===== config.mk =====
export PLATFORM = sky130hd
export DESIGN_NAME = rstcfg_ctrl
export DESIGN_NICKNAME = d
export VERILOG_FILES = /design/src/rtl/rstcfg_pkg.sv /design/src/rtl/rstcfg_fetch.sv /design/src/rtl/rstcfg_hold.sv /design/src/rtl/rstcfg_store.sv /design/src/rtl/rstcfg_ctrl.sv
export SDC_FILE = /design/constraint.sdc
export NUM_CORES = 1
export LEC_CHECK = 0
export ABC_CLOCK_PERIOD_IN_PS = 1900
export BUFFER_PORTS_ARGS = -buffer_cell sky130_fd_sc_hd__buf_4
export CAP_MARGIN = 25
export CORE_ASPECT_RATIO = 1.2
export CORE_MARGIN = 2
export CORE_UTILIZATION = 38
export DETAILED_ROUTE_END_ITERATION = 12
export GPL_TIMING_DRIVEN = 0
export HOLD_SLACK_MARGIN = 0.1
export PLACE_DENSITY = 0.82
export SLEW_MARGIN = 20
export SYNTH_ARGS = -nofsm -noshare
export SYNTH_HDL_FRONTEND = slang
export SYNTH_SLANG_ARGS = --single-unit

===== constraint.sdc =====
create_clock -name clk -period 1.9 [get_ports clk]
set_clock_uncertainty 0.2 [all_clocks]
set_input_delay 0.475 -clock clk [delete_from_list [all_inputs] [get_ports clk]]
set_output_delay 0.475 -clock clk [all_outputs]
set_load 0.005 [all_outputs]

===== src/rtl/rstcfg_pkg.sv =====
`timescale 1ns/1ps
// Shared types for the reset configuration controller.
package rstcfg_pkg;
    // Top-level sequence states
    typedef enum logic [2:0] {
        ST_BOOT  = 3'd0,   // power-on held or just released
        ST_FETCH = 3'd1,   // master reading configuration words
        ST_WAIT  = 3'd2,   // slave waiting for its select
        ST_RUN   = 3'd3,   // normal operation
        ST_HOLD  = 3'd4    // checkstop-triggered reset hold
    } seq_state_t;
endpackage


===== src/rtl/rstcfg_fetch.sv =====
`timescale 1ns/1ps
// Master fetch engine: reads NDEV words, RD_CYC cycles each, in device order.
// Assumes start arrives only while idle; the address returns to 0 when done.
module rstcfg_fetch #(
    parameter int NDEV   = 8,
    parameter int RD_CYC = 4,
    parameter int W      = 32,
    localparam int AW    = $clog2(NDEV),
    localparam int CW    = $clog2(RD_CYC)
) (
    input  logic          clk,
    input  logic          por_n,
    input  logic          start,
    input  logic [W-1:0]  rdata,
    output logic [AW-1:0] addr,
    output logic [NDEV-1:0] sel_n,
    output logic          cap_valid,
    output logic [AW-1:0] cap_idx,
    output logic [W-1:0]  cap_word,
    output logic          done
);
    logic          busy;
    logic [AW-1:0] idx;
    logic [CW-1:0] cnt;
    logic          last_beat;

    assign last_beat = busy && (cnt == CW'(RD_CYC - 1));

    // Step the beat counter and the word index through the fetch
    always_ff @(posedge clk) begin
        if (!por_n) begin
            busy <= 1'b0;
            idx  <= '0;
            cnt  <= '0;
        end else if (start) begin
            busy <= 1'b1;
            idx  <= '0;
            cnt  <= '0;
        end else if (busy) begin
            if (last_beat) begin
                cnt <= '0;
                if (idx == AW'(NDEV - 1)) begin
                    busy <= 1'b0;
                    idx  <= '0;
                end else begin
                    idx <= idx + 1'b1;
                end
            end else begin
                cnt <= cnt + 1'b1;
            end
        end
    end

    assign addr      = idx;
    assign cap_valid = last_beat;
    assign cap_idx   = idx;
    assign cap_word  = rdata;
    assign done      = last_beat && (idx == AW'(NDEV - 1));

    // One select line per device; device 0 is the master itself
    for (genvar i = 0; i < NDEV; i++) begin : g_sel
        if (i == 0) begin : g_self
            assign sel_n[i] = 1'b1;
        end else begin : g_peer
            assign sel_n[i] = !(busy && (idx == AW'(i)));
        end
    end
endmodule


===== src/rtl/rstcfg_hold.sv =====
`timescale 1ns/1ps
// Fixed-length hold timer for a checkstop reset.
// Assumes start arrives only while idle; expire marks the final held cycle.
module rstcfg_hold #(
    parameter int HOLD_CYC = 16,
    localparam int CW      = $clog2(HOLD_CYC)
) (
    input  logic clk,
    input  logic por_n,
    input  logic start,
    output logic expire
);
    logic          running;
    logic [CW-1:0] cnt;

    // Count the held cycles from start
    always_ff @(posedge clk) begin
        if (!por_n) begin
            running <= 1'b0;
            cnt     <= '0;
        end else if (start) begin
            running <= 1'b1;
            cnt     <= '0;
        end else if (running) begin
            if (cnt == CW'(HOLD_CYC - 1)) running <= 1'b0;
            else                          cnt     <= cnt + 1'b1;
        end
    end

    assign expire = running && (cnt == CW'(HOLD_CYC - 1));
endmodule


===== src/rtl/rstcfg_store.sv =====
`timescale 1ns/1ps
// Holds the active configuration word and the checkstop reset enable.
// Clock-mode bits are taken only by the first load after power-on.
// Core disable overrides the enable, including in the same cycle as a load.
module rstcfg_store #(
    parameter int W        = 32,
    parameter int CLK_BITS = 4,
    parameter int CDIS_BIT = 4
) (
    input  logic         clk,
    input  logic         por_n,
    input  logic         load,
    input  logic [W-1:0] load_word,
    input  logic         reg_we,
    input  logic [W-1:0] reg_wdata,
    output logic [W-1:0] cfg_word,
    output logic         csre
);
    logic         clk_set;
    logic [W-1:0] nxt;
    logic         unused_wbits;

    assign unused_wbits = &{1'b0, reg_wdata[W-1:1]};

    // Next configuration word, keeping clock mode after the first load
    always_comb begin
        nxt = cfg_word;
        if (load) begin
            nxt = load_word;
            if (clk_set) nxt[CLK_BITS-1:0] = cfg_word[CLK_BITS-1:0];
        end
    end

    // Update the word, the clock-mode flag and the enable
    always_ff @(posedge clk) begin
        if (!por_n) begin
            cfg_word <= '0;
            clk_set  <= 1'b0;
            csre     <= 1'b0;
        end else begin
            cfg_word <= nxt;
            if (load) clk_set <= 1'b1;
            csre <= (reg_we ? reg_wdata[0] : csre) & ~nxt[CDIS_BIT];
        end
    end
endmodule


===== src/rtl/rstcfg_ctrl.sv =====
`timescale 1ns/1ps
// Reset configuration controller: picks master or slave at power-on release.
// As master it fetches every device's word; as slave it latches its own word.
// Also turns an enabled checkstop into a fixed-length hard reset request.
// Assumes por_n is synchronous to clk; hreset_n is acted on at its falling edge.
module rstcfg_ctrl
    import rstcfg_pkg::*;
#(
    parameter int NDEV     = 8,
    parameter int RD_CYC   = 4,
    parameter int HOLD_CYC = 16,
    parameter int W        = 32,
    parameter int CLK_BITS = 4,
    parameter int CDIS_BIT = 4,
    localparam int AW      = $clog2(NDEV)
) (
    input  logic            clk,
    input  logic            por_n,
    input  logic            hreset_n,
    input  logic            strap_n,
    input  logic            chkstop,
    output logic            hreset_req,
    output logic            is_master,
    output logic [W-1:0]    cfg_word,
    output logic [AW-1:0]   mem_addr,
    output logic [NDEV-1:0] mem_sel_n,
    input  logic [W-1:0]    mem_rdata,
    input  logic            reg_we,
    input  logic [W-1:0]    reg_wdata,
    output logic [W-1:0]    reg_rdata
);
    seq_state_t    state;
    logic          hrst_q, strap_q;
    logic          hrst_fall, sel_fall;
    logic          fetch_start, hold_start, hold_expire;
    logic          cap_valid, fetch_done;
    logic [AW-1:0] cap_idx;
    logic [W-1:0]  cap_word;
    logic          load;
    logic [W-1:0]  load_word;
    logic          csre;

    assign hrst_fall = hrst_q & ~hreset_n;
    assign sel_fall  = strap_q & ~strap_n;

    // Remember the previous reset and strap levels for edge detection
    always_ff @(posedge clk) begin
        if (!por_n) begin
            hrst_q  <= 1'b1;
            strap_q <= 1'b1;
        end else begin
            hrst_q  <= hreset_n;
            strap_q <= strap_n;
        end
    end

    // Decide which engine starts and what gets loaded this cycle
    always_comb begin
        fetch_start = 1'b0;
        hold_start  = 1'b0;
        load        = 1'b0;
        load_word   = '0;
        case (state)
            ST_BOOT:  fetch_start = !strap_n;
            ST_RUN: begin
                if (hrst_fall)          fetch_start = is_master;
                else if (chkstop && csre) hold_start = 1'b1;
            end
            ST_FETCH: begin
                if (cap_valid && cap_idx == '0) begin
                    load      = 1'b1;
                    load_word = cap_word;
                end
            end
            ST_WAIT: begin
                if (sel_fall && !hreset_n) begin
                    load      = 1'b1;
                    load_word = mem_rdata;
                end else if (hreset_n) begin
                    load = 1'b1;
                end
            end
            default: ;
        endcase
    end

    // Sequence state machine and role capture
    always_ff @(posedge clk) begin
        if (!por_n) begin
            state     <= ST_BOOT;
            is_master <= 1'b0;
        end else begin
            case (state)
                ST_BOOT: begin
                    is_master <= !strap_n;
                    state     <= !strap_n ? ST_FETCH : ST_WAIT;
                end
                ST_RUN: begin
                    if (hrst_fall)       state <= is_master ? ST_FETCH : ST_WAIT;
                    else if (hold_start) state <= ST_HOLD;
                end
                ST_FETCH: if (fetch_done)  state <= ST_RUN;
                ST_WAIT:  if (load)        state <= ST_RUN;
                ST_HOLD:  if (hold_expire) state <= ST_RUN;
                default:  state <= ST_RUN;
            endcase
        end
    end

    assign hreset_req = (state != ST_RUN);
    assign reg_rdata  = {{(W-1){1'b0}}, csre};

    rstcfg_fetch #(.NDEV(NDEV), .RD_CYC(RD_CYC), .W(W)) u_fetch (
        .clk(clk), .por_n(por_n), .start(fetch_start), .rdata(mem_rdata),
        .addr(mem_addr), .sel_n(mem_sel_n), .cap_valid(cap_valid),
        .cap_idx(cap_idx), .cap_word(cap_word), .done(fetch_done)
    );

    rstcfg_hold #(.HOLD_CYC(HOLD_CYC)) u_hold (
        .clk(clk), .por_n(por_n), .start(hold_start), .expire(hold_expire)
    );

    rstcfg_store #(.W(W), .CLK_BITS(CLK_BITS), .CDIS_BIT(CDIS_BIT)) u_store (
        .clk(clk), .por_n(por_n), .load(load), .load_word(load_word),
        .reg_we(reg_we), .reg_wdata(reg_wdata), .cfg_word(cfg_word), .csre(csre)
    );
endmodule


==> impl_metrics.env, run 1 <==
export IMPL_die_x_microns=75.4
export IMPL_reg2reg_slack_ns=-0.06
export IMPL_rows=31
export IMPL_htreeDepth=2
export IMPL_synth_common_cells="dfxtp_1 (51), buf_4 (33), a22o_1 (28), nand2_1 (20), a21oi_1 (13)"
export IMPL_yosysMostFrequentCell="dfxtp_1"
export IMPL_cts_buffers=5
export IMPL_report_final_slew_viol_count=0
export IMPL_port_buffers=83
export IMPL_drt_iter0_drc=64
export IMPL_viasPerCell=4.66
export IMPL_instances_no_fill=463
export IMPL_critPathMaxStageDelay_ns=0.42
export IMPL_syn_avg_cell_area_sq_um=9.60
export IMPL_cts_tree="built"
export IMPL_worstPathMaxFanout=6
export IMPL_syn_instance_count=242
export IMPL_drc=0
export IMPL_ys_types=41
export IMPL_synth_edf_count=0
export IMPL_grt_pass1_vias=1899
export IMPL_cpMaxStageDelayCell="or3_4"
export IMPL_initial_core_util_pct=38.9
export IMPL_hpwlAfterDp_microns=4210
export IMPL_min_period_over_period_pct=103
export IMPL_cts_buffer_depth=2
export IMPL_startpoint_type="flop"
export IMPL_drive_gt1_share_pct=46.2
export IMPL_slew_headroom_pct=62.6
export IMPL_critPathBufInv=2
export IMPL_crit_path_cell_trace="inv_4 > ha_4 > nand4b_1 > or3_4 > and3_4 > buf_6 > a22o_1"
export IMPL_yosysWarningCount=0
export IMPL_netlist_area_leader_share_pct=43.9
export IMPL_critPathArrivalTime_ns=1.95
export IMPL_run_status="finished, violations left"
export IMPL_crit_family="simple AND/OR/NAND/NOR gates"
export IMPL_coreArea_sq_um=5970
export IMPL_num_vias=2158
export IMPL_rsz0062_at_grt="yes"
export IMPL_nets=459
export IMPL_timing_hold_ws_ns=0.177
export IMPL_grt_antenna_before_repair=0
export IMPL_setup_viol=27
export IMPL_finalHoldViolCount=0
export IMPL_post_route_min_period_ns=1.96
export IMPL_clock_sinks=51
export IMPL_synth_seq_cells=51
export IMPL_ctsHoldBuffers=0
export IMPL_p_leak_nw=1.68
export IMPL_syn_area_sq_um=2320
export IMPL_first_pass_iters=4
export IMPL_wl_microns=5910
export IMPL_clkTransAtPathRegs_ns=0.09
export IMPL_placed_cells=437
export IMPL_wire_per_inst_microns=12.8
export IMPL_grtUsageTotal_pct=15.6
export IMPL_pre_cts_ws_ns=-0.297
export IMPL_insertion_delay_ns=0.30
export IMPL_die_area_sq_um=6760
export IMPL_p_per_area_nw_per_um2=639
export IMPL_worst_slack_ns=-0.0635
export IMPL_ys_flop_type="dfxtp_1"
export IMPL_violations="setup timing"
export IMPL_fin_area_sq_um=3560
export IMPL_critPathKind="flop to flop"
export IMPL_ys_seq_area_share_pct=43.9
export IMPL_die_h_microns=89.7
export IMPL_io_pins=147
export IMPL_timing_fmax_mhz=509
export IMPL_finalSetupTns_ns=-1.17
export IMPL_synth_top_area_cell="dfxtp_1"
export IMPL_overflow=0
export IMPL_area_growth_pct=53.3
export IMPL_antenna_left=0
export IMPL_synthTopCellsByArea="dfxtp_1 (44%), buf_4 (11%), a22o_1 (11%), ha_1 (4.3%), nand2_1 (3.2%)"
export IMPL_max_vdd_ir_drop_uv=275
export IMPL_grt_start_max_net_pins=15
export IMPL_cts_root_buf="clkbuf_8"
export IMPL_min_path_type="input pin to flop"
export IMPL_worst_pin_slew_ns=0.555
export IMPL_drv_cap=0
export IMPL_gp_congestion=0.872
export IMPL_crit_path_end_kind="flop"
export IMPL_synthArstFlopShare_pct=0
export IMPL_antenna_cells=0
export IMPL_grt_pass1_wl_microns=8250
export IMPL_postPlaceCellArea_sq_um=3200
export IMPL_cp_required_ns=1.89
## cells by family (layout without fill, tap and decap cells)
logic type	after synthesis	count (layout)	share of synthesized area, %
simple gates	66	67	14.9
mux	6	6	2.58
compound gates	55	55	18.3
other cells	2	32	0.323
buf+inv	52	160	14.9
xor+xnor	2	2	0.754
flops	51	51	43.9
fa+ha+maj	8	8	4.31
## what timing repair did
item | 4_1_cts | 5_1_grt
cloned | 2 | 0
endpoints found under the setup margin | 41 | 38
buffers inserted | 10 | 8
resized for setup | 26 | 15
pin swaps | 2 | 2
## registers in the layout, summed over array words and instances (netlist names)
signal            count
hrst_q                1
is_master             1
state                 3
strap_q               1
u_fetch.addr          3
u_fetch.busy          1
u_fetch.cnt           2
u_hold.cnt            4
u_hold.running        1
u_store.cfg_word     32
u_store.clk_set       1
u_store.csre          1
## cells in the final DEF (no fill, tap or decap), types with 3 or more instances in the layout
| cell | synthesis | routed |
|---|---|---|
| a21oi_1 | 13 | 12 |
| a22o_1 | 28 | 28 |
| buf_4 | 33 | 133 |
| buf_6 | 3 | 6 |
| buf_8 | 0 | 3 |
| clkbuf_8 | 0 | 5 |
| conb_1 | 2 | 32 |
| dfxtp_1 | 51 | 42 |
| dfxtp_2 | 0 | 6 |
| dfxtp_4 | 0 | 3 |
| ha_1 | 8 | 3 |
| ha_4 | 0 | 3 |
| inv_1 | 8 | 5 |
| mux2i_1 | 6 | 6 |
| nand2_1 | 20 | 20 |
| nand2b_1 | 4 | 4 |
| nand3_1 | 8 | 8 |
| nor2_1 | 11 | 10 |
| nor3_1 | 5 | 5 |
## per-stage QoR
| step | utilization, % | total power, mW |
|---|---|---|
| 4_1_cts | 58.0 | 2.26 |
| 5_1_grt | 59.6 | 2.38 |
| 2_1_floorplan | - | 1.38 |
| 6_report | 59.6 | 2.27 |
| 3_3_place_gp | 53.6 | 1.50 |
| 3_5_place_dp | 53.6 | 1.51 |
## layer usage
layer	wire length [microns]	GRT usage, %
met1	2250	16.6
met3	492	4.58
met4	48	4.31
met5	0	0
met2	3120	29.6
## final timing paths
kind / cells after the start / startpoint / to
max: 7 / u_fetch.addr[0]$_SDFFE_PP0P_ / u_store.cfg_word[13]$_SDFFE_PN0N_
max reg2reg: 7 / u_fetch.addr[0]$_SDFFE_PP0P_ / u_store.cfg_word[13]$_SDFFE_PN0N_
min reg2reg: 2 / u_store.cfg_word[3]$_SDFFE_PN0P_ / u_store.cfg_word[3]$_SDFFE_PN0P_
min: 2 / mem_rdata[6] / u_store.cfg_word[6]$_SDFFE_PN0N_
## final cells by class
type	instances	area (sq um)
multi-input cells	170	1160
flip-flops and latches	51	1040
inverters	8	35.0
plain buffers	43	352
clock inverters	1	30.0
repair buffers	102	773
well taps	82	103
clock buffers	6	72.6
fillers	517	2410
## power breakdown
| group | internal (mW) | switching (mW) | total (mW) |
|---|---|---|---|
| Sequential | 1.10 | 0.0284 | 1.13 |
| Clock | 0.386 | 0.331 | 0.717 |
| Combinational | 0.245 | 0.183 | 0.427 |
| Total | 1.73 | 0.542 | 2.27 |
No activity file was read; power rests on OpenSTA's default activity.
==> run 2: changes to the inputs <==
--- a/config.mk
+++ b/config.mk
@@ -15,6 +15,7 @@
 export GPL_TIMING_DRIVEN = 0
 export HOLD_SLACK_MARGIN = 0.1
 export PLACE_DENSITY = 0.82
+export RECOVER_POWER = 25
 export SLEW_MARGIN = 20
 export SYNTH_ARGS = -nofsm -noshare
 export SYNTH_HDL_FRONTEND = slang
==> run 2 against run 1 <==
Effect of this change: the flow still finishes with violations (setup timing); core utilization is 0.063 points lower; critical path depth stayed put; power barely moved; worst setup slack got worse by 0.00070 ns; sequential power about the same; routed wire length shrank 0.41%.
==> impl_metrics.env, run 2 (synthesized netlist as in run 1, its figures left out) <==
export IMPL_run_status="finished, violations left"
export IMPL_violations="setup timing"
export IMPL_regMostFlops="u_store.cfg_word"
export IMPL_gp_congestion=0.872
export IMPL_die_h_microns=89.7
export IMPL_die_x_microns=75.4
export IMPL_rr_startpoint="u_fetch.addr[0]$_SDFFE_PP0P_"
export IMPL_viasPerCell=4.66
export IMPL_timing_fmax_mhz=509
export IMPL_seqCellArea_sq_um=1040
export IMPL_clkTransAtPathRegs_ns=0.09
export IMPL_seqPwrFrac_pct=49.7
export IMPL_worst_slack_ns=-0.0642
export IMPL_critPathArrivalTime_ns=1.95
export IMPL_drc=0
export IMPL_intPower_mw=1.73
export IMPL_initial_core_util_pct=38.9
export IMPL_drt_iter0_drc=62
export IMPL_worstPathMaxFanout=6
export IMPL_coreArea_sq_um=5970
export IMPL_drv_cap=0
export IMPL_io_pins=147
export IMPL_cts_root_buf="clkbuf_8"
export IMPL_insertion_delay_ns=0.30
export IMPL_regToRegEndpoint="u_store.cfg_word[13]$_SDFFE_PN0N_"
export IMPL_wl_microns=5880
export IMPL_grt_pass1_vias=1899
export IMPL_area_growth_pct=53.2
export IMPL_num_vias=2156
export IMPL_die_area_sq_um=6760
export IMPL_crit_path_end_kind="flop"
export IMPL_startpoint_type="flop"
export IMPL_combPwrFrac_pct=18.7
export IMPL_mostFrequentLayoutCells="buf_4 (121), dfxtp_1 (42), conb_1 (32), a22o_1 (28), nand2_1 (20)"
export IMPL_swShare_pct=23.8
export IMPL_antenna_left=0
export IMPL_cp_required_ns=1.89
export IMPL_max_vdd_ir_drop_uv=275
export IMPL_multi_input_area_sq_um=1160
export IMPL_grtUsageTotal_pct=15.6
export IMPL_grt_pass1_wl_microns=8250
export IMPL_ctsHoldBuffers=0
export IMPL_cts_buffers=5
export IMPL_largest_register_ffs=32
export IMPL_reg_top3="u_store.cfg_word (32), u_hold.cnt (4)"
export IMPL_crit_family="simple AND/OR/NAND/NOR gates"
export IMPL_setup_viol=27
export IMPL_timing_hold_ws_ns=0.177
export IMPL_htreeDepth=2
export IMPL_grt_start_max_net_pins=15
export IMPL_filler_cell_count=519
export IMPL_min_path_type="input pin to flop"
export IMPL_clock_sinks=51
export IMPL_finalPower_mw=2.27
export IMPL_p_leak_nw=1.67
export IMPL_placed_cells=437
export IMPL_reg2reg_slack_ns=-0.06
export IMPL_slew_headroom_pct=62.6
export IMPL_rows=31
export IMPL_report_final_slew_viol_count=0
export IMPL_port_buffers=83
export IMPL_reg2reg_depth=7
export IMPL_power_frac_clock_pct=31.5
export IMPL_grt_antenna_before_repair=0
export IMPL_nets=459
export IMPL_crit_path_cell_trace="inv_4 > ha_4 > nand4b_1 > or3_4 > and3_4 > buf_6 > a22o_1"
export IMPL_worst_pin_slew_ns=0.555
export IMPL_overflow=0
export IMPL_post_route_min_period_ns=1.96
export IMPL_hpwlAfterDp_microns=4210
export IMPL_whs_endpoint="u_store.cfg_word[6]$_SDFFE_PN0N_"
export IMPL_cpMaxStageDelayCell="or3_4"
export IMPL_critPathMaxStageDelay_ns=0.42
export IMPL_antenna_cells=0
export IMPL_cts_tree="built"
export IMPL_layout_commonest_cell="buf_4"
export IMPL_instances_no_fill=463
export IMPL_p_per_area_nw_per_um2=639
export IMPL_critPathKind="flop to flop"
export IMPL_min_from="mem_rdata[6]"
export IMPL_min_period_over_period_pct=103
export IMPL_critPathBufInv=2
export IMPL_power_switching_mw=0.541
export IMPL_min_delay_path_depth=2
export IMPL_finalHoldViolCount=0
export IMPL_drive_gt1_share_pct=45.9
export IMPL_wire_per_inst_microns=12.7
export IMPL_rsz0062_at_grt="yes"
export IMPL_cts_buffer_depth=2
export IMPL_first_pass_iters=4
export IMPL_pre_cts_ws_ns=-0.297
## run 2: cell types whose count changed in the layout (fill, tap and decap cells not counted), sizes merged
cell	before	now
buf	144	132
clkbuf	7	19
## run 2: cell type report
class | instances | area share (%)
buffer | 43 | 9.88
clock buffer | 6 | 2.04
clock inverter | 1 | 0.844
inverter | 8 | 0.985
multi-input combinational | 170 | 32.5
sequential | 51 | 29.2
tap | 82 | 2.88
timing repair buffer | 102 | 21.6
## run 2: worst max path at each step
stage	start	to	slack (ns)	cells past startpoint
floorplan	u_fetch.addr[1]$_SDFFE_PP0P_	u_store.cfg_word[10]$_SDFFE_PN0N_	-0.10	8
global placement	u_fetch.cnt[0]$_SDFFE_PP0P_	u_store.cfg_word[13]$_SDFFE_PN0N_	-0.27	7
detailed placement	u_fetch.cnt[1]$_SDFFE_PP0P_	u_store.cfg_word[13]$_SDFFE_PN0N_	-0.30	7
CTS	u_fetch.addr[1]$_SDFFE_PP0P_	u_store.cfg_word[5]$_SDFFE_PN0N_	-0.07	7
global route	u_fetch.addr[1]$_SDFFE_PP0P_	u_store.cfg_word[4]$_SDFF_PN0_	-0.14	7
finish	u_fetch.addr[0]$_SDFFE_PP0P_	u_store.cfg_word[13]$_SDFFE_PN0N_	-0.06	7
## run 2: routing by layer
| layer | part of all wire (%) | wire length [microns] | GRT usage (%) | vias up |
|---|---|---|---|---|
| met5 | 0 | 0 | 0 | - |
| met2 | 53 | 3110 | 29.6 | 72 |
| met3 | 8.3 | 488 | 4.58 | 6 |
| met1 | 38 | 2230 | 16.6 | 1003 |
| li1 | - | - | - | 1075 |
| met4 | 0.82 | 48 | 4.31 | 0 |
## run 2: worst reg2reg max path, cell delays in order (launching register included)
cell      delay, ns
dfxtp_4        0.37
inv_4          0.06
ha_4           0.13
nand4b_1       0.12
or3_4          0.42
and3_4         0.21
buf_6          0.14
a22o_1         0.21
## run 2: repair_timing
| action | in CTS | in global routing |
|---|---|---|
| gates cloned | 2 | 0 |
| resized for setup | 26 | 15 |
| setup endpoints to repair | 41 | 38 |
| pin swaps | 2 | 2 |
| buffers inserted | 10 | 8 |
## run 2: power groups by stage
stage / Sequential [mW] / Clock [mW] / Combinational (mW)
floorplan: 1.15 / 0 / 0.227
global placement: 1.15 / 0 / 0.352
detailed placement: 1.15 / 0 / 0.358
CTS: 1.13 / 0.744 / 0.385
global route: 1.14 / 0.772 / 0.466
finish: 1.13 / 0.717 / 0.426
## run 2: through the flow
stage | TNS [ns] | instance area [sq um] | utilization, %
finish | -1.16 | 3560 | 59.6
CTS | -1.31 | 3460 | 58.0
floorplan | -2.15 | 2480 | -
global placement | -7.40 | 3200 | 53.6
global route | -3.32 | 3560 | 59.6
detailed placement | -8.06 | 3200 | 53.6
